==> config.mk <==
export PLATFORM = sky130hd
export DESIGN_NAME = seg_wbuf
export DESIGN_NICKNAME = d
export VERILOG_FILES = /design/src/rtl/seg_wbuf_pkg.sv /design/src/rtl/seg_wbuf_region.sv /design/src/rtl/seg_wbuf_store.sv /design/src/rtl/seg_wbuf.sv
export SDC_FILE = /design/constraint.sdc
export NUM_CORES = 1
export LEC_CHECK = 0
export BUFFER_PORTS_ARGS = -buffer_cell sky130_fd_sc_hd__buf_2
export CORE_MARGIN = 4
export CORE_UTILIZATION = 35
export CTS_CLUSTER_SIZE = 10
export DETAILED_ROUTE_END_ITERATION = 10
export PLACE_DENSITY = 0.64
export RECOVER_POWER = 25
export SYNTH_ARGS = -nofsm -noshare
export SYNTH_HDL_FRONTEND = slang
export SYNTH_SLANG_ARGS = --single-unit
==> constraint.sdc <==
create_clock -name clk -period 2.72 [get_ports clk]
set_clock_uncertainty 0.15 [all_clocks]
set_input_delay 0.272 -clock clk [delete_from_list [all_inputs] [get_ports clk]]
set_output_delay 0.272 -clock clk [all_outputs]
set_load 0.01 [all_outputs]
==> src/rtl/seg_wbuf_pkg.sv <==
package seg_wbuf_pkg;
  typedef enum logic [2:0] {
    RG_USER  = 3'd0,
    RG_CFG   = 3'd1,
    RG_ROM   = 3'd2,
    RG_VOL   = 3'd3,
    RG_NONE  = 3'd4
  } region_e;

  typedef enum logic [1:0] {
    ST_IDLE    = 2'd0,
    ST_PRELOAD = 2'd1,
    ST_FILL    = 2'd2
  } wstate_e;
endpackage

==> src/rtl/seg_wbuf_region.sv <==
module seg_wbuf_region
  import seg_wbuf_pkg::*;
#(
  parameter int ADDR_W   = 9,
  parameter int NUM_SEGS = 16,
  parameter int SEG_W    = 4,
  parameter logic [ADDR_W-1:0] USER_LAST = 'h0FF,
  parameter logic [ADDR_W-1:0] CFG_LAST  = 'h10F,
  parameter logic [ADDR_W-1:0] ROM_LAST  = 'h11F,
  parameter logic [ADDR_W-1:0] VOL_LAST  = 'h135
) (
  input  logic [ADDR_W-1:0] addr,
  input  logic [SEG_W-1:0]  seg,
  input  logic [1:0]        bp,
  input  logic              wen,
  input  logic              rprot,
  output region_e           region,
  output logic              buf_ok,
  output logic              dir_ok
);
  localparam int HALF_SEG    = NUM_SEGS / 2;
  localparam int QUARTER_SEG = NUM_SEGS - NUM_SEGS / 4;

  logic locked;

  always_comb begin
    if (addr <= USER_LAST)     region = RG_USER;
    else if (addr <= CFG_LAST) region = RG_CFG;
    else if (addr <= ROM_LAST) region = RG_ROM;
    else if (addr <= VOL_LAST) region = RG_VOL;
    else                       region = RG_NONE;
  end

  always_comb begin
    unique case (bp)
      2'b00:   locked = 1'b0;
      2'b01:   locked = (32'(seg) >= QUARTER_SEG);
      2'b10:   locked = (32'(seg) >= HALF_SEG);
      default: locked = 1'b1;
    endcase
  end

  always_comb begin
    buf_ok = (region == RG_USER) && wen && !locked;
    unique case (region)
      RG_CFG:  dir_ok = wen;
      RG_VOL:  dir_ok = wen && !rprot;
      default: dir_ok = 1'b0;
    endcase
  end
endmodule

==> src/rtl/seg_wbuf_store.sv <==
module seg_wbuf_store #(
  parameter int SEG_BYTES = 16,
  parameter int DATA_W    = 8,
  parameter int OFF_W     = 4
) (
  input  logic                          clk,
  input  logic                          ld_en,
  input  logic [SEG_BYTES*DATA_W-1:0]   ld_data,
  input  logic                          wr_en,
  input  logic [OFF_W-1:0]              wr_idx,
  input  logic [DATA_W-1:0]             wr_data,
  output logic [SEG_BYTES*DATA_W-1:0]   img
);
  for (genvar k = 0; k < SEG_BYTES; k++) begin : g_lane
    logic [DATA_W-1:0] lane_q;
    always_ff @(posedge clk) begin
      if (wr_en && (32'(wr_idx) == k))
        lane_q <= wr_data;
      else if (ld_en)
        lane_q <= ld_data[k*DATA_W +: DATA_W];
    end
    assign img[k*DATA_W +: DATA_W] = lane_q;
  end
endmodule

==> src/rtl/seg_wbuf.sv <==
module seg_wbuf
  import seg_wbuf_pkg::*;
#(
  parameter int ADDR_W    = 9,
  parameter int SEG_BYTES = 16,
  parameter int NUM_SEGS  = 16,
  parameter int DATA_W    = 8
) (
  input  logic                                  clk,
  input  logic                                  rst,
  input  logic                                  start_vld,
  input  logic [ADDR_W-1:0]                     start_addr,
  input  logic                                  byte_vld,
  input  logic [DATA_W-1:0]                     byte_data,
  input  logic                                  cs_rise,
  input  logic [1:0]                            prot_bp,
  input  logic                                  wen,
  input  logic                                  rprot,
  output logic [$clog2(NUM_SEGS)-1:0]           seg_rd_idx,
  input  logic [SEG_BYTES*DATA_W-1:0]           seg_rd_data,
  output logic                                  commit_vld,
  output logic [$clog2(NUM_SEGS)-1:0]           commit_seg,
  output logic [SEG_BYTES*DATA_W-1:0]           commit_data,
  output logic                                  dir_wr_ok
);
  localparam int OFF_W = $clog2(SEG_BYTES);
  localparam int SEG_W = $clog2(NUM_SEGS);

  wstate_e          state_q;
  logic [OFF_W-1:0] ptr_q;
  logic [SEG_W-1:0] seg_q;
  logic             user_q, allow_q, got_q;

  region_e          rg;
  logic             rg_buf_ok, rg_dir_ok;
  logic [SEG_W-1:0] start_seg;
  logic             active, take_byte;

  assign start_seg = start_addr[OFF_W +: SEG_W];
  assign active    = (state_q != ST_IDLE);
  assign take_byte = active && user_q && byte_vld;

  seg_wbuf_region #(
    .ADDR_W   (ADDR_W),
    .NUM_SEGS (NUM_SEGS),
    .SEG_W    (SEG_W)
  ) u_region (
    .addr   (start_addr),
    .seg    (start_seg),
    .bp     (prot_bp),
    .wen    (wen),
    .rprot  (rprot),
    .region (rg),
    .buf_ok (rg_buf_ok),
    .dir_ok (rg_dir_ok)
  );

  seg_wbuf_store #(
    .SEG_BYTES (SEG_BYTES),
    .DATA_W    (DATA_W),
    .OFF_W     (OFF_W)
  ) u_store (
    .clk     (clk),
    .ld_en   (state_q == ST_PRELOAD),
    .ld_data (seg_rd_data),
    .wr_en   (take_byte),
    .wr_idx  (ptr_q),
    .wr_data (byte_data),
    .img     (commit_data)
  );

  always_ff @(posedge clk) begin
    if (rst) begin
      state_q    <= ST_IDLE;
      ptr_q      <= '0;
      seg_q      <= '0;
      user_q     <= 1'b0;
      allow_q    <= 1'b0;
      got_q      <= 1'b0;
      commit_vld <= 1'b0;
      dir_wr_ok  <= 1'b0;
    end else begin
      commit_vld <= 1'b0;
      if (start_vld) begin
        state_q   <= (rg == RG_USER) ? ST_PRELOAD : ST_FILL;
        ptr_q     <= start_addr[OFF_W-1:0];
        seg_q     <= start_seg;
        user_q    <= (rg == RG_USER);
        allow_q   <= rg_buf_ok;
        got_q     <= 1'b0;
        dir_wr_ok <= rg_dir_ok;
      end else if (active) begin
        if (take_byte) begin
          ptr_q <= ptr_q + 1'b1;
          got_q <= 1'b1;
        end
        if (cs_rise) begin
          state_q    <= ST_IDLE;
          dir_wr_ok  <= 1'b0;
          commit_vld <= user_q && allow_q && (got_q || take_byte);
        end else if (state_q == ST_PRELOAD) begin
          state_q <= ST_FILL;
        end
      end
    end
  end

  assign seg_rd_idx = seg_q;
  assign commit_seg = seg_q;
endmodule

Word-level counts from Yosys, hierarchy flattened
Cells that the tools add are included.

word-level totals
  word-level logic and storage cells = 158
  register bits = 143
  input bits = 154
  output and inout bits = 138

cells by class
  equal/unequal tests = 20
  mux-type cells = 49
  bitwise operators = 2
  $add $sub $neg = 1
  reductions and logical operators = 56
  order comparisons = 6

operator list
  cell                   count
  $mux W8                32
  $reduce_bool A2 Y1     20
  $eq A4 B4 Y1 const B   8
  $le A9 B9 Y1 const B   3
  $logic_and A1 B1 Y1    23
  $eq A4 B3 Y1 const B   4
  $mux W3                4
  $mux W4                3
  $mux W2                5
  $le A9 B8 Y1 const B   1
  $eq A4 B2 Y1 const B   2
  $ge A4 B4 Y1 const B   2
  $reduce_and A2 Y1      4
  $add A4 B1 Y4 const B  1
  $eq A2 B1 Y1 const B   2
  $eq A4 B1 Y1 const B   1
  $logic_not A4 Y1       1
  $reduce_or A4 Y1       1
  $eq A3 B1 Y1 const B   1
  $eq A3 B2 Y1 const B   1
  $logic_not A3 Y1       1
  $mux W1                3
  $pmux W1 S3            1
  $reduce_bool A3 Y1     1
  other kinds (7)        9

Depth between registers and ports, before layout
Gate-level depths: netlist of run 1.

  word-level depth = 8
  gate-level depth with buffers = 5
  mapped depth without buffers = 5

Cells and area by module
Synthesis of run 1 repeated with hierarchy kept, for this count alone.

second synthesis, totals
  cell total of the unflattened synthesis = 397
  area, all modules = 6,359.8 µm²

by module, submodules not included
  module           area each (µm²)  sequential area each (µm²)  times used  cells each
  seg_wbuf_store   5,614.1          3,843.7                     1           310
  seg_wbuf         651.9            300.3                       1           71
  seg_wbuf_region  93.8             0.0                         1           16

Least setup slack after synthesis of run 1
No wires, ideal clock.

  path type = flip-flop to flip-flop
  start = register state_q[0]
  end = register u_store.g_lane[11].lane_q[0], enable pin
  data required time = 2.186 ns
  data arrival time = 1.539 ns
  library setup time = 0.384 ns
  clock period less this slack = 2.073 ns
  slack = 0.647 ns
  buffers on the path = 1
  cell stages (with the launch flop) = 5
  cell sequence = dfxtp_1 > o211a_4 > buf_8 > nand2_8 > o21ai_0

on the way
  word-level cells in the longest chain between the ends = 5
  elaborated cells between the ends (all ways) = 6
  classes of those cells = eq/ne (1); reduce/logical (5)

ends and longest elaborated chain
  what                                     line                  text
  start, declared                          seg_wbuf.sv:29        wstate_e state_q;
  start signal, assigned                   seg_wbuf.sv:85        state_q <= (rg == RG_USER) ? ST_PRELOAD : ST_FILL;
  $reduce_bool A2 Y1                       seg_wbuf.sv:40        assign active = (state_q != ST_IDLE);
  $logic_and A1 B1 Y1 (2 in series)        seg_wbuf.sv:41        assign take_byte = active && user_q && byte_vld;
  $logic_and A1 B1 Y1                      seg_wbuf_store.sv:17  if (wr_en && (32'(wr_idx) == k))
  $reduce_bool A2 Y1 (no source line) (*)  n/a
  end signal, assigned                     seg_wbuf_store.sv:18  lane_q <= wr_data;
  end signal, assigned                     seg_wbuf_store.sv:20  lane_q <= ld_data[k*DATA_W +: DATA_W];
  end, declared                            seg_wbuf_store.sv:15  logic [DATA_W-1:0] lane_q;

Every way passes the cells marked *; elsewhere a longest branch is shown, timed or not.
A chain may end at the register's enable or synchronous reset.

Worst setup path in the final report of run 1
  start = register state_q[0]
  end = register u_store.g_lane[10].lane_q[5], enable pin

on the way
  word-level cells in the longest chain between the ends = 5
  elaborated cells between the ends (all ways) = 6
  classes of those cells = eq/ne (1); reduce/logical (5)

ends and longest elaborated chain
  what                                     line
  $reduce_bool A2 Y1                       seg_wbuf.sv:40
  $logic_and A1 B1 Y1 (2 in series)        seg_wbuf.sv:41
  $logic_and A1 B1 Y1                      seg_wbuf_store.sv:17
  $reduce_bool A2 Y1 (no source line) (*)  n/a
  end signal, assigned                     seg_wbuf_store.sv:18
  end signal, assigned                     seg_wbuf_store.sv:20
  end, declared                            seg_wbuf_store.sv:15

Marks and branches as above.

==> results.md, run 1 <==
| Group | Item | This run |
| --- | --- | --- |
| layout | Area growth from synthesis to final layout | 45.6% |
| synthesis | Post-synthesis net count | 547 |
| critical path | Data required, critical path | 2.60 ns |
| synthesis | Most used standard cell by instance count after synthesis | edfxtp_1 |
| clock network | Num Clock Sinks | 143 |
| synthesis | Share of flip-flops with an asynchronous set or reset | 0% |
| route | Post-detailed-route DRC marker count | 0 |
| floorplan | Number of placement rows | 49 |
| synthesis | Yosys warnings | 0 |
| critical path | Crit start category | flip-flop |
| timing | Final Hold Violating Endpoints | 0 |
| hold path | Hold WC Path Type | in -> reg |
| timing | Number of pins exceeding their max-slew limit in the final report | 0 |
| critical path | WP data arrival | 2.33 ns |
| clock network | Insertion delay of the later-clocked pin in the worst-skew pair | 0.41 ns |
| clock network | H-tree levels | 4 |
| route | Drt wl/cell | 20.7 um |
| synthesis | Post-synth EDFFs | 128 |
| synthesis | Mean Syn Cell Area | 16.6 sq um |
| timing | Unrepaired setup endpoints after global routing | no |
| timing | Final setup margin | 0.264 ns |
| layout | Non-filler cells, final | 1005 |
| route | Avg Vias per Cell | 4.87 |
| route | DR vias | 4894 |
| synthesis | Count of cell types in the netlist | 35 |
| layout | Post-layout util | 52.1% |
| synthesis | Most frequently used flop master after synthesis | edfxtp_1 |
| clock network | Post-CTS Hold Fix Bufs | 70 |
| floorplan | Die Ht | 144 um |
| timing | Tmin final | 2.46 ns |
| synthesis | Commonest cells in the netlist | edfxtp_1, mux2_2, o21ai_0, dfxtp_1, mux2_1 |
| layout | Multi-input gate area in the final layout | 2210 sq um |
| job | Number of maximum-capacitance violations | 0 |
| synthesis | Proportion of netlist area held by the largest area contributor | 59.4% |
| route | Antenna-violating nets left | 0 |
| pwr | Leakage power total | 3.72 nW |
| route | Detailed Route WL | 20.8 mm |
| global route | Via count of the first global-routing pass | 5183 |
| clock network | CTS Buffer Depth | 2 |
| global route | First-pass GRT wire length | 30.0 mm |
| place | HPWL after detailed placement | 15.0 mm |
| clock network | Clock tree from TritonCTS | yes |
| run status | Result of the run | finished, final reports clean |
| clock network | Post-CTS Repair Setup Buffers | 0 |
| floorplan | Boundary Pins | 292 |
| timing | Worst-case headroom to the max-slew limit | 17.0% |
| timing | Fin crit share | 90.3% |
| synthesis | Largest cells by area after synthesis | edfxtp_1, mux2_2, dfxtp_1, mux2_1, nor2_8 |
| floorplan | Effective utilization at floorplan | 35.8% |
| clock network | Master cell of the clock root buffer | clkbuf_16 |
| place | Worst setup slack before clock tree synthesis | 0.254 ns |
| synthesis | Mapped cell area | 6480 sq um |
| layout | Combined flip-flop and latch cell area | 4140 sq um |
| layout | Count of antenna diodes in the layout | 0 |
| route | 1st-pass router iterations | 4 |
| global route | Global-route usage over all layers | 19.5% |
| clock network | Number of CTS-inserted buffers | 17 |
| place | Final Wtd Congestion | 0.795 |
| place | Number of port buffers | 291 |
| floorplan | Die outline area | 20700 sq um |
| global route | Antenna violations before repair | 1 |
| synthesis | Area leader, netlist | edfxtp_1 |
| pwr | Maximum resistive drop on vdd | 0.000399 V |
| synthesis | Number of instances in the synthesized netlist | 389 |
| pwr | PwrDens | 587 nW/um^2 |
| route | First-iteration detailed-routing DRC count | 199 |
| clock network | Clock slew at reported path FFs | 0.06 ns |
| synthesis | Fraction of the yosys area taken by sequential cells | 64.0% |
| timing | Setup-violating endpoint count in the final report | 0 |
| global route | Gr ovfl total | 0 |
| floorplan | Die outline width | 144 um |
| synthesis | Post-synthesis sequential element count | 143 |
| layout | Nets | 922 |
| timing | Minimum hold slack | 0.0172 ns |
| critical path | Category of the worst setup path capture point | flip-flop |
| floorplan | Core Footprint | 18100 sq um |
| layout | Proportion of layout cells with a drive suffix above 1 | 48.1% |
| critical path | Max Fanout on Critical Path | 12 |
| critical path | Crit Path Class | reg -> reg |
| global route | Largest net degree at the start of global routing | 17 |
| place | Placed cell count | 903 |
| clock network | CTS resizes | 0 |
| timing | Slew @ Worst Pin | 1.23 ns |
| timing | Maximum frequency from static timing analysis | 407 MHz |
| layout | Fill cell instance count of the final layout | 1569 |
| timing | Setup TNS Final | 0 ns |
==> logic make-up (layout without fill, tap and decap cells) <==
logic type / after synthesis / count (layout) / share of synthesized area, %
compound gates: 30 / 30 / 2.80
xor+xnor: 3 / 3 / 0.406
fa+ha+maj: 4 / 4 / 0.773
buf+inv: 24 / 411 / 1.89
flops: 143 / 143 / 64.0
mux: 135 / 135 / 23.4
simple gates: 50 / 50 / 6.78
==> final cells by class <==
type | instances | share of cell area (%)
clock inverter | 13 | 2.07
tap | 229 | 3.04
multi-input combinational | 222 | 23.4
timing repair buffer | 375 | 22.7
sequential | 143 | 44.0
inverter | 5 | 0.199
clock buffer | 18 | 4.55
==> registers in the layout, summed over array words and instances, names as in the netlist <==
signal                 cells
commit_vld                 1
got_q                      1
dir_wr_ok                  1
u_store.g_lane.lane_q    128
allow_q                    1
state_q                    2
user_q                     1
commit_seg                 4
ptr_q                      4
==> cells in the final DEF, fill, tap and decap left out, types with 4 or more instances in the layout <==
master	synthesis	final
a21oi_1	6	6
buf_2	2	194
buf_4	5	13
bufinv_16	0	5
clkbuf_1	10	98
clkbuf_16	0	17
clkinv_1	0	4
dfxtp_1	15	15
dlygate4sd3_1	0	71
edfxtp_1	128	128
ha_1	4	4
inv_1	5	5
mux2_1	13	13
mux2_2	116	116
mux2i_1	6	6
nand2_1	8	8
nand2b_1	4	4
nor2_1	10	10
nor2_4	6	6
nor2_8	6	6
o21ai_0	17	17
==> report_power, final <==
| group | leakage (nW) | internal (W) | switching (W) |
|---|---|---|---|
| Combinational | 2.12 | 0.000275 | 0.000272 |
| Sequential | 1.30 | 0.00247 | 0.0000290 |
| Clock | 0.300 | 0.00161 | 0.000876 |
| Total | 3.72 | 0.00436 | 0.00118 |
==> layer usage <==
layer	global-route usage (%)	vias to the layer above	routed length, um
met5	0	-	0
met3	5.22	21	1830
met4	5.85	0	349
met2	34.3	244	10700
met1	23.5	2393	7960
li1	-	2236	-
==> worst paths after layout <==
| check | endpoint | cells after the start | start | slack, ns |
|---|---|---|---|---|
| setup / recovery | u_store.g_lane[10].lane_q[5] | 3 | state_q[0] | 0.26 |
| hold / removal | u_store.g_lane[15].lane_q[0] | 2 | seg_rd_data[120] | 0.02 |
| hold reg to reg | allow_q | 2 | allow_q | 0.30 |
| setup reg to reg | u_store.g_lane[10].lane_q[5] | 3 | state_q[0] | 0.26 |
==> per-stage QoR <==
step	instance area, sq um	power (W)
floorplan	6480	0.00277
global placement	8210	0.00301
detailed placement	8210	0.00303
CTS	9540	0.00560
global route	9430	0.00574
finish	9430	0.00554
==> critical path, cell delays in order, from the launching register on <==
cell     delay [ns]
dfxtp_1        0.41
o211a_4        0.38
nand2_8        0.14
o21ai_0        0.99
Note: power is estimated with default switching activity, not from simulation.
==> run 2, diff against run 1 <==
--- a/config.mk
+++ b/config.mk
@@ -10,6 +10,7 @@
 export CORE_UTILIZATION = 35
 export CTS_CLUSTER_SIZE = 10
 export DETAILED_ROUTE_END_ITERATION = 10
+export GPL_TIMING_DRIVEN = 0
 export PLACE_DENSITY = 0.64
 export RECOVER_POWER = 25
 export SYNTH_ARGS = -nofsm -noshare
==> run 2 against run 1 <==
Sequential power is essentially flat. Die area is the same. Maximum frequency shrank 1.4%. Non-clock buffer count grew 35. Clock power shrank 10%. Cell count grew 3.7%. Wire length grew 2.6%. Count of clock-buffer cells in the layout shrank 1. Via count grew 2.0%. Register-to-register slack lost 0.03 ns. Worst hold slack lost 0.0020 ns. Final area grew 2.6%. Largest cell class unchanged. Highest routed layer unchanged.
==> results.md, run 2 (synthesis results as in run 1) <==
| Group | Item | This run | Change |
| --- | --- | --- | --- |
| critical path | Category of the worst setup path capture point | flip-flop | unchanged |
| layout | Post-layout util | 53.5% | was 52.1% |
| route | Detailed Route WL | 21.4 mm | was 20.8 mm |
| route | First-iteration detailed-routing DRC count | 179 | was 199 |
| clock network | CTS Buffer Depth | 2 | unchanged |
| clock network | Master cell of the clock root buffer | clkbuf_16 | unchanged |
| place | Final Wtd Congestion | 0.857 | was 0.795 |
| critical path | Setup slack, reg-to-reg | 0.23 ns | was 0.26 ns |
| hold path | Number of stages on the worst hold path | 2 | unchanged |
| timing | Final setup margin | 0.229 ns | was 0.264 ns |
| timing | Fin crit share | 91.6% | was 90.3% |
| critical path | WP data arrival | 2.37 ns | was 2.33 ns |
| global route | Gr ovfl total | 0 | unchanged |
| place | HPWL after detailed placement | 15.3 mm | was 15.0 mm |
| layout | Number of flip-flops in the largest register | 128 | unchanged |
| floorplan | Core Footprint | 18100 sq um | unchanged |
| place | Post-DP Area | 8210 sq um | about the same |
| critical path | Start of the worst register-to-register path | ptr_q[0] | was state_q[0] |
| timing | Maximum frequency from static timing analysis | 402 MHz | was 407 MHz |
| global route | Via count of the first global-routing pass | 5328 | was 5183 |
| hold path | Hold WC Path Type | in -> reg | unchanged |
| timing | Unrepaired setup endpoints after global routing | no | unchanged |
| timing | Tmin final | 2.49 ns | was 2.46 ns |
| floorplan | Number of placement rows | 49 | unchanged |
| pwr | PwrDens | 551 nW/um^2 | was 587 nW/um^2 |
| layout | Post-layout instance area | 9670 sq um | was 9430 sq um |
| layout | Largest reg by FF count | u_store.g_lane.lane_q | unchanged |
| place | Worst setup slack before clock tree synthesis | 0.220 ns | was 0.254 ns |
| layout | Commonest non-fill, non-tap cell in the layout | buf_2 | unchanged |
| timing | Worst-case headroom to the max-slew limit | 17.7% | was 17.0% |
| clock network | Clock slew at reported path FFs | 0.06 ns | about the same |
| clock network | Clock tree from TritonCTS | yes | unchanged |
| pwr | Maximum resistive drop on vdd | 0.000398 V | was 0.000399 V |
| clock network | Num Clock Sinks | 143 | unchanged |
| pwr | Leakage power total | 3.80 nW | was 3.72 nW |
| global route | Antenna violations before repair | 0 | was 1 |
| floorplan | Die outline area | 20700 sq um | unchanged |
| route | 1st-pass router iterations | 4 | unchanged |
| timing | Final Hold Violating Endpoints | 0 | unchanged |
| job | Number of maximum-capacitance violations | 0 | unchanged |
| critical path | Worst Reg-to-Reg Cells | 4 | was 3 |
| hold path | Hold path startpoint | seg_rd_data[53] | was seg_rd_data[120] |
| clock network | Number of CTS-inserted buffers | 17 | unchanged |
| clock network | H-tree levels | 4 | unchanged |
| floorplan | Effective utilization at floorplan | 35.8% | unchanged |
| place | Number of port buffers | 290 | was 291 |
| route | Antenna-violating nets left | 0 | unchanged |
| floorplan | Die outline width | 144 um | unchanged |
| clock network | Insertion delay of the later-clocked pin in the worst-skew pair | 0.41 ns | about the same |
| route | Drt wl/cell | 20.5 um | was 20.7 um |
| layout | Area growth from synthesis to final layout | 49.3% | was 45.6% |
| route | DR vias | 4994 | was 4894 |
| global route | First-pass GRT wire length | 30.5 mm | was 30.0 mm |
| critical path | R2R Path End | u_store.g_lane[8].lane_q[5] | was u_store.g_lane[10].lane_q[5] |
| critical path | Crit start category | flip-flop | unchanged |
| critical path | Data required, critical path | 2.60 ns | about the same |
| timing | Number of pins exceeding their max-slew limit in the final report | 0 | unchanged |
| timing | Setup TNS Final | 0 ns | unchanged |
| global route | Largest net degree at the start of global routing | 17 | unchanged |
| layout | Commonest cells after routing, fill and taps aside | buf_2, edfxtp_1, mux2_2 | unchanged |
| route | Post-detailed-route DRC marker count | 0 | unchanged |
| timing | Minimum hold slack | 0.0152 ns | was 0.0172 ns |
| layout | Proportion of layout cells with a drive suffix above 1 | 46.1% | was 48.1% |
| route | Avg Vias per Cell | 4.79 | was 4.87 |
| timing | Slew @ Worst Pin | 1.22 ns | was 1.23 ns |
| critical path | Max Fanout on Critical Path | 8 | was 12 |
| clock network | CTS resizes | 0 | unchanged |
| run status | Result of the run | finished, final reports clean | unchanged |
| global route | Global-route usage over all layers | 19.9% | was 19.5% |
| hold path | Worst min-delay path endpoint | u_store.g_lane[6].lane_q[5] | was u_store.g_lane[15].lane_q[0] |
| floorplan | Boundary Pins | 292 | unchanged |
| timing | Setup-violating endpoint count in the final report | 0 | unchanged |
| critical path | Crit Path Class | reg -> reg | unchanged |
| floorplan | Die Ht | 144 um | unchanged |
| layout | Nets | 957 | was 922 |
[run 2: how the worst max path moves through the flow]
stage          startpoint                            to  slack, ns  cells after the start
4_1_cts          ptr_q[0]   u_store.g_lane[8].lane_q[5]       0.21                      4
6_report         ptr_q[0]   u_store.g_lane[8].lane_q[5]       0.23                      4
3_3_place_gp     ptr_q[0]   u_store.g_lane[8].lane_q[0]       0.31                      4
2_1_floorplan  state_q[0]  u_store.g_lane[11].lane_q[0]       0.65                      4
3_5_place_dp     ptr_q[0]   u_store.g_lane[8].lane_q[0]       0.22                      4
5_1_grt        state_q[0]  u_store.g_lane[10].lane_q[2]       0.10                      4
[run 2: per-layer routing]
metal / routed length (um) / track usage [%] / up-vias
met3: 1480 / 4.86 / 30
met5: 0 / 0 / -
met2: 11200 / 35.9 / 215
met4: 390 / 6.59 / 0
met1: 8320 / 23.1 / 2438
li1: - / - / 2311
[run 2: area by class of cell]
class                   count  area, sq um
diodes                      1         2.50
clock buffers              17          425
repair buffers            391         2350
flip-flops and latches    143         4140
clock inverters            15          135
inverters                   5         18.8
plain buffers              19          104
fillers                  1548         8410
multi-input cells         222         2210
well taps                 229          287
[run 2: what timing repair did]
item / 4_1_cts / 5_1_grt
buffers inserted: 0 / 0
endpoints found under the hold margin: 99 / 2
hold buffers: 99 / 2
[run 2: critical path, cell delays in order (launching register included)]
cell and delay (ns):
dfxtp_1 0.35, inv_1 0.13, ha_1 0.26, nand2_2 0.21, o21ai_0 1.01
[run 2: through the flow]
stage / total power [W] / std cells
5_1_grt: 0.00551 / 1041
4_1_cts: 0.00536 / 1039
3_5_place_dp: 0.00303 / 908
3_3_place_gp: 0.00301 / 908
6_report: 0.00533 / 1042
2_1_floorplan: 0.00277 / 389
[run 2: power by group]
group	switching [W]	internal, W
Clock	0.000970	0.00127
Sequential	0.0000293	0.00247
Combinational	0.000283	0.000304
Total	0.00128	0.00405
==> run 3, diff against run 2 <==
--- a/config.mk
+++ b/config.mk
@@ -8,10 +8,11 @@
 export BUFFER_PORTS_ARGS = -buffer_cell sky130_fd_sc_hd__buf_2
 export CORE_MARGIN = 4
 export CORE_UTILIZATION = 35
+export CTS_CLUSTER_DIAMETER = 150
 export CTS_CLUSTER_SIZE = 10
 export DETAILED_ROUTE_END_ITERATION = 10
 export GPL_TIMING_DRIVEN = 0
-export PLACE_DENSITY = 0.64
+export PLACE_DENSITY = 0.67
 export RECOVER_POWER = 25
 export SYNTH_ARGS = -nofsm -noshare
 export SYNTH_HDL_FRONTEND = slang
==> constraint.sdc (replaced) <==
create_clock -name clk -period 2.1 [get_ports clk]
set_clock_uncertainty 0.15 [all_clocks]
set_input_delay 0.21 -clock clk [delete_from_list [all_inputs] [get_ports clk]]
set_output_delay 0.21 -clock clk [all_outputs]
set_load 0.01 [all_outputs]
==> run 3 against run 2 <==
Die area stayed put. Final area is 5.6% higher. Combinational power is 43% higher. Wire length rose by 5.8%. Non-clock buffer count is 46 higher. Worst hold slack improved by 0.014 ns. Worst setup slack worse by 0.17 ns. Critical path type is now in -> reg. Cell count is 4.4% higher. First-iteration DRC count is 27% higher. Core utilization up 3.0 points. Largest cell class unchanged. Global-route usage increased by 1.4 points.
==> results.md, run 3 (synthesis results as in run 1) <==
| Group | Item | This run | Change |
| --- | --- | --- | --- |
| route | Antenna-violating nets left | 0 | unchanged |
| timing | Number of pins exceeding their max-slew limit in the final report | 0 | unchanged |
| pwr | Clock network power share | 42.7% | was 42.0% |
| critical path | Largest stage delay on the critical path | 0.55 ns | was 1.01 ns |
| global route | Antenna violations before repair | 1 | was 0 |
| route | Drt wl/cell | 20.8 um | was 20.5 um |
| hold path | Hold WC Path Type | in -> reg | unchanged |
| run status | Result of the run | finished, final reports clean | unchanged |
| pwr | Maximum resistive drop on vdd | 0.000527 V | was 0.000398 V |
| place | Number of port buffers | 290 | unchanged |
| route | Detailed Route WL | 22.6 mm | was 21.4 mm |
| job | Number of maximum-capacitance violations | 0 | unchanged |
| timing | Tmin final | 2.04 ns |  |
| clock network | H-tree levels | 4 | unchanged |
| clock network | Clock slew at reported path FFs | 0.06 ns | about the same |
| floorplan | Die outline width | 144 um | unchanged |
| pwr | PwrDens | 698 nW/um^2 | was 551 nW/um^2 |
| pwr | Total power | 0.00713 W | was 0.00533 W |
| timing | Unrepaired setup endpoints after global routing | no | unchanged |
| critical path | Category of the worst setup path capture point | flip-flop | unchanged |
| layout | Proportion of layout cells with a drive suffix above 1 | 44.9% | was 46.1% |
| clock network | Post-CTS Repair Setup Buffers | 0 | unchanged |
| layout | Commonest non-fill, non-tap cell in the layout | buf_2 | unchanged |
| critical path | Max Fanout on Critical Path | 2 | was 8 |
| clock network | Clock tree from TritonCTS | yes | unchanged |
| critical path | Critical-path cell list | dlygate4sd3_1 > buf_2 > nand2b_1 > or3b_1 > a221o_1 > dlygate4sd3_1 > nand2_1 | was inv_1 > ha_1 > nand2_2 > o21ai_0 |
| timing | Fin crit share | 97.2% |  |
| floorplan | Effective utilization at floorplan | 35.8% | unchanged |
| clock network | Insertion delay of the later-clocked pin in the worst-skew pair | 0.42 ns | was 0.41 ns |
| route | Post-detailed-route DRC marker count | 0 | unchanged |
| timing | Worst-case headroom to the max-slew limit | 39.2% | was 17.7% |
| floorplan | Number of placement rows | 49 | unchanged |
| global route | Global-route usage over all layers | 21.3% | was 19.9% |
| global route | First-pass GRT wire length | 32.5 mm | was 30.5 mm |
| critical path | Crit start category | input pin | was flip-flop |
| layout | Non-filler cells, final | 1088 | was 1042 |
| floorplan | Boundary Pins | 292 | unchanged |
| pwr | Switching part of the total | 23.9% | was 24.1% |
| pwr | Switching Power | 0.00170 W | was 0.00128 W |
| critical path | Cell with the largest stage delay on the worst path | dlygate4sd3_1 | was o21ai_0 |
| layout | Nets | 1003 | was 957 |
| route | 1st-pass router iterations | 6 | was 4 |
| pwr | Leakage power total | 4.04 nW | was 3.80 nW |
| critical path | Crit Path Class | in -> reg | was reg -> reg |
| place | HPWL after detailed placement | 15.5 mm | was 15.3 mm |
| timing | Setup-violating endpoint count in the final report | 0 | unchanged |
| clock network | Master cell of the clock root buffer | clkbuf_16 | unchanged |
| floorplan | Die Ht | 144 um | unchanged |
| critical path | Data required, critical path | 2.31 ns | was 2.60 ns |
| pwr | Sequential power share | 45.5% | was 47.0% |
| global route | Largest net degree at the start of global routing | 17 | unchanged |
| clock network | Num Clock Sinks | 143 | unchanged |
| route | Avg Vias per Cell | 4.83 | was 4.79 |
| critical path | Cell occurring most often along the worst timing path | dlygate4sd3_1 |  |
| place | Placed cell count | 908 | unchanged |
| timing | Setup TNS Final | 0 ns | unchanged |
| place | Final Wtd Congestion | 0.884 | was 0.857 |
| global route | Gr ovfl total | 0 | unchanged |
| timing | Maximum frequency from static timing analysis | 490 MHz |  |
| layout | Number of flip-flops in the largest register | 128 | unchanged |
| global route | Via count of the first global-routing pass | 5663 | was 5328 |
| floorplan | Die outline area | 20700 sq um | unchanged |
| layout | Commonest cells after routing, fill and taps aside | buf_2, dlygate4sd3_1, edfxtp_1 | was buf_2, edfxtp_1, mux2_2 |
| layout | Largest reg by FF count | u_store.g_lane.lane_q | unchanged |
| pwr | Internal | 0.00543 W | was 0.00405 W |
| layout | Area growth from synthesis to final layout | 57.7% | was 49.3% |
| critical path | WP data arrival | 2.25 ns | was 2.37 ns |
| clock network | Number of CTS-inserted buffers | 17 | unchanged |
| layout | Fill cell instance count of the final layout | 1459 | was 1548 |
| route | DR vias | 5250 | was 4994 |
| route | First-iteration detailed-routing DRC count | 228 | was 179 |
| timing | Slew @ Worst Pin | 0.912 ns | was 1.22 ns |
| floorplan | Core Footprint | 18100 sq um | unchanged |
| pwr | Combinational cell fraction of total power | 11.8% | was 11.0% |
| clock network | CTS Buffer Depth | 2 | unchanged |
| timing | Final Hold Violating Endpoints | 0 | unchanged |
-- run 3: per-layer routing --
layer	share of wire [%]	up-vias	track usage [%]
met3	7.7	45	6.05
met5	0	-	0
met1	40	2524	25.3
met4	2.2	0	6.99
met2	50	283	37.2
li1	-	2398	-
-- run 3: critical path: cells and delay by family --
family | cells | cell delay, ns
buf+inv | 3 | 1.21
simple gates | 3 | 0.57
compound gates | 1 | 0.26
-- run 3: path summary, 6_finish.rpt --
| kind | start | end | slack, ns | depth (start not counted) |
|---|---|---|---|---|
| worst max-delay path | start_addr[8] | allow_q | 0.06 | 7 |
| worst min-delay path | start_vld | dir_wr_ok | 0.03 | 3 |
| worst max register to register | state_q[0] | u_store.g_lane[7].lane_q[3] | 0.09 | 5 |
| worst min register to register | allow_q | allow_q | 0.31 | 2 |
-- run 3: area by class of cell --
type	count	area [sq um]	area share [%]
flip-flops and latches	143	4140	40.6
repair buffers	437	2800	27.4
multi-input cells	222	2270	22.2
clock buffers	18	429	4.20
well taps	229	287	2.81
clock inverters	14	158	1.54
plain buffers	19	105	1.03
inverters	5	18.8	0.184
diodes	1	2.50	0.0245
-- run 3: power by group through the flow --
stage          Combinational (W)  Sequential (W)  Clock, W
2_1_floorplan           0.000250         0.00333         0
3_3_place_gp            0.000603         0.00330         0
3_5_place_dp            0.000622         0.00330         0
4_1_cts                 0.000844         0.00324   0.00309
5_1_grt                 0.000906         0.00325   0.00324
6_report                0.000841         0.00324   0.00305
-- run 3: per-stage QoR --
stage / util, % / cell area, sq um / setup WS (ns) / hold slack [ns]
after floorplan: - / 6480 / 0.0268 / 0.201
after global placement: 45.4 / 8210 / -0.358 / 0.283
after detailed placement: 45.4 / 8210 / -0.404 / 0.289
after CTS: 57.0 / 10300 / -0.0219 / 0.00636
after global routing: 56.5 / 10200 / 0.0142 / 0.0425
final: 56.5 / 10200 / 0.0590 / 0.0297
-- run 3: repair_timing --
item,CTS,global route
endpoints found under the setup margin,128,81
endpoints found under the hold margin,143,0
hold buffers,147,0
resized for setup,22,6
pin swaps,0,3
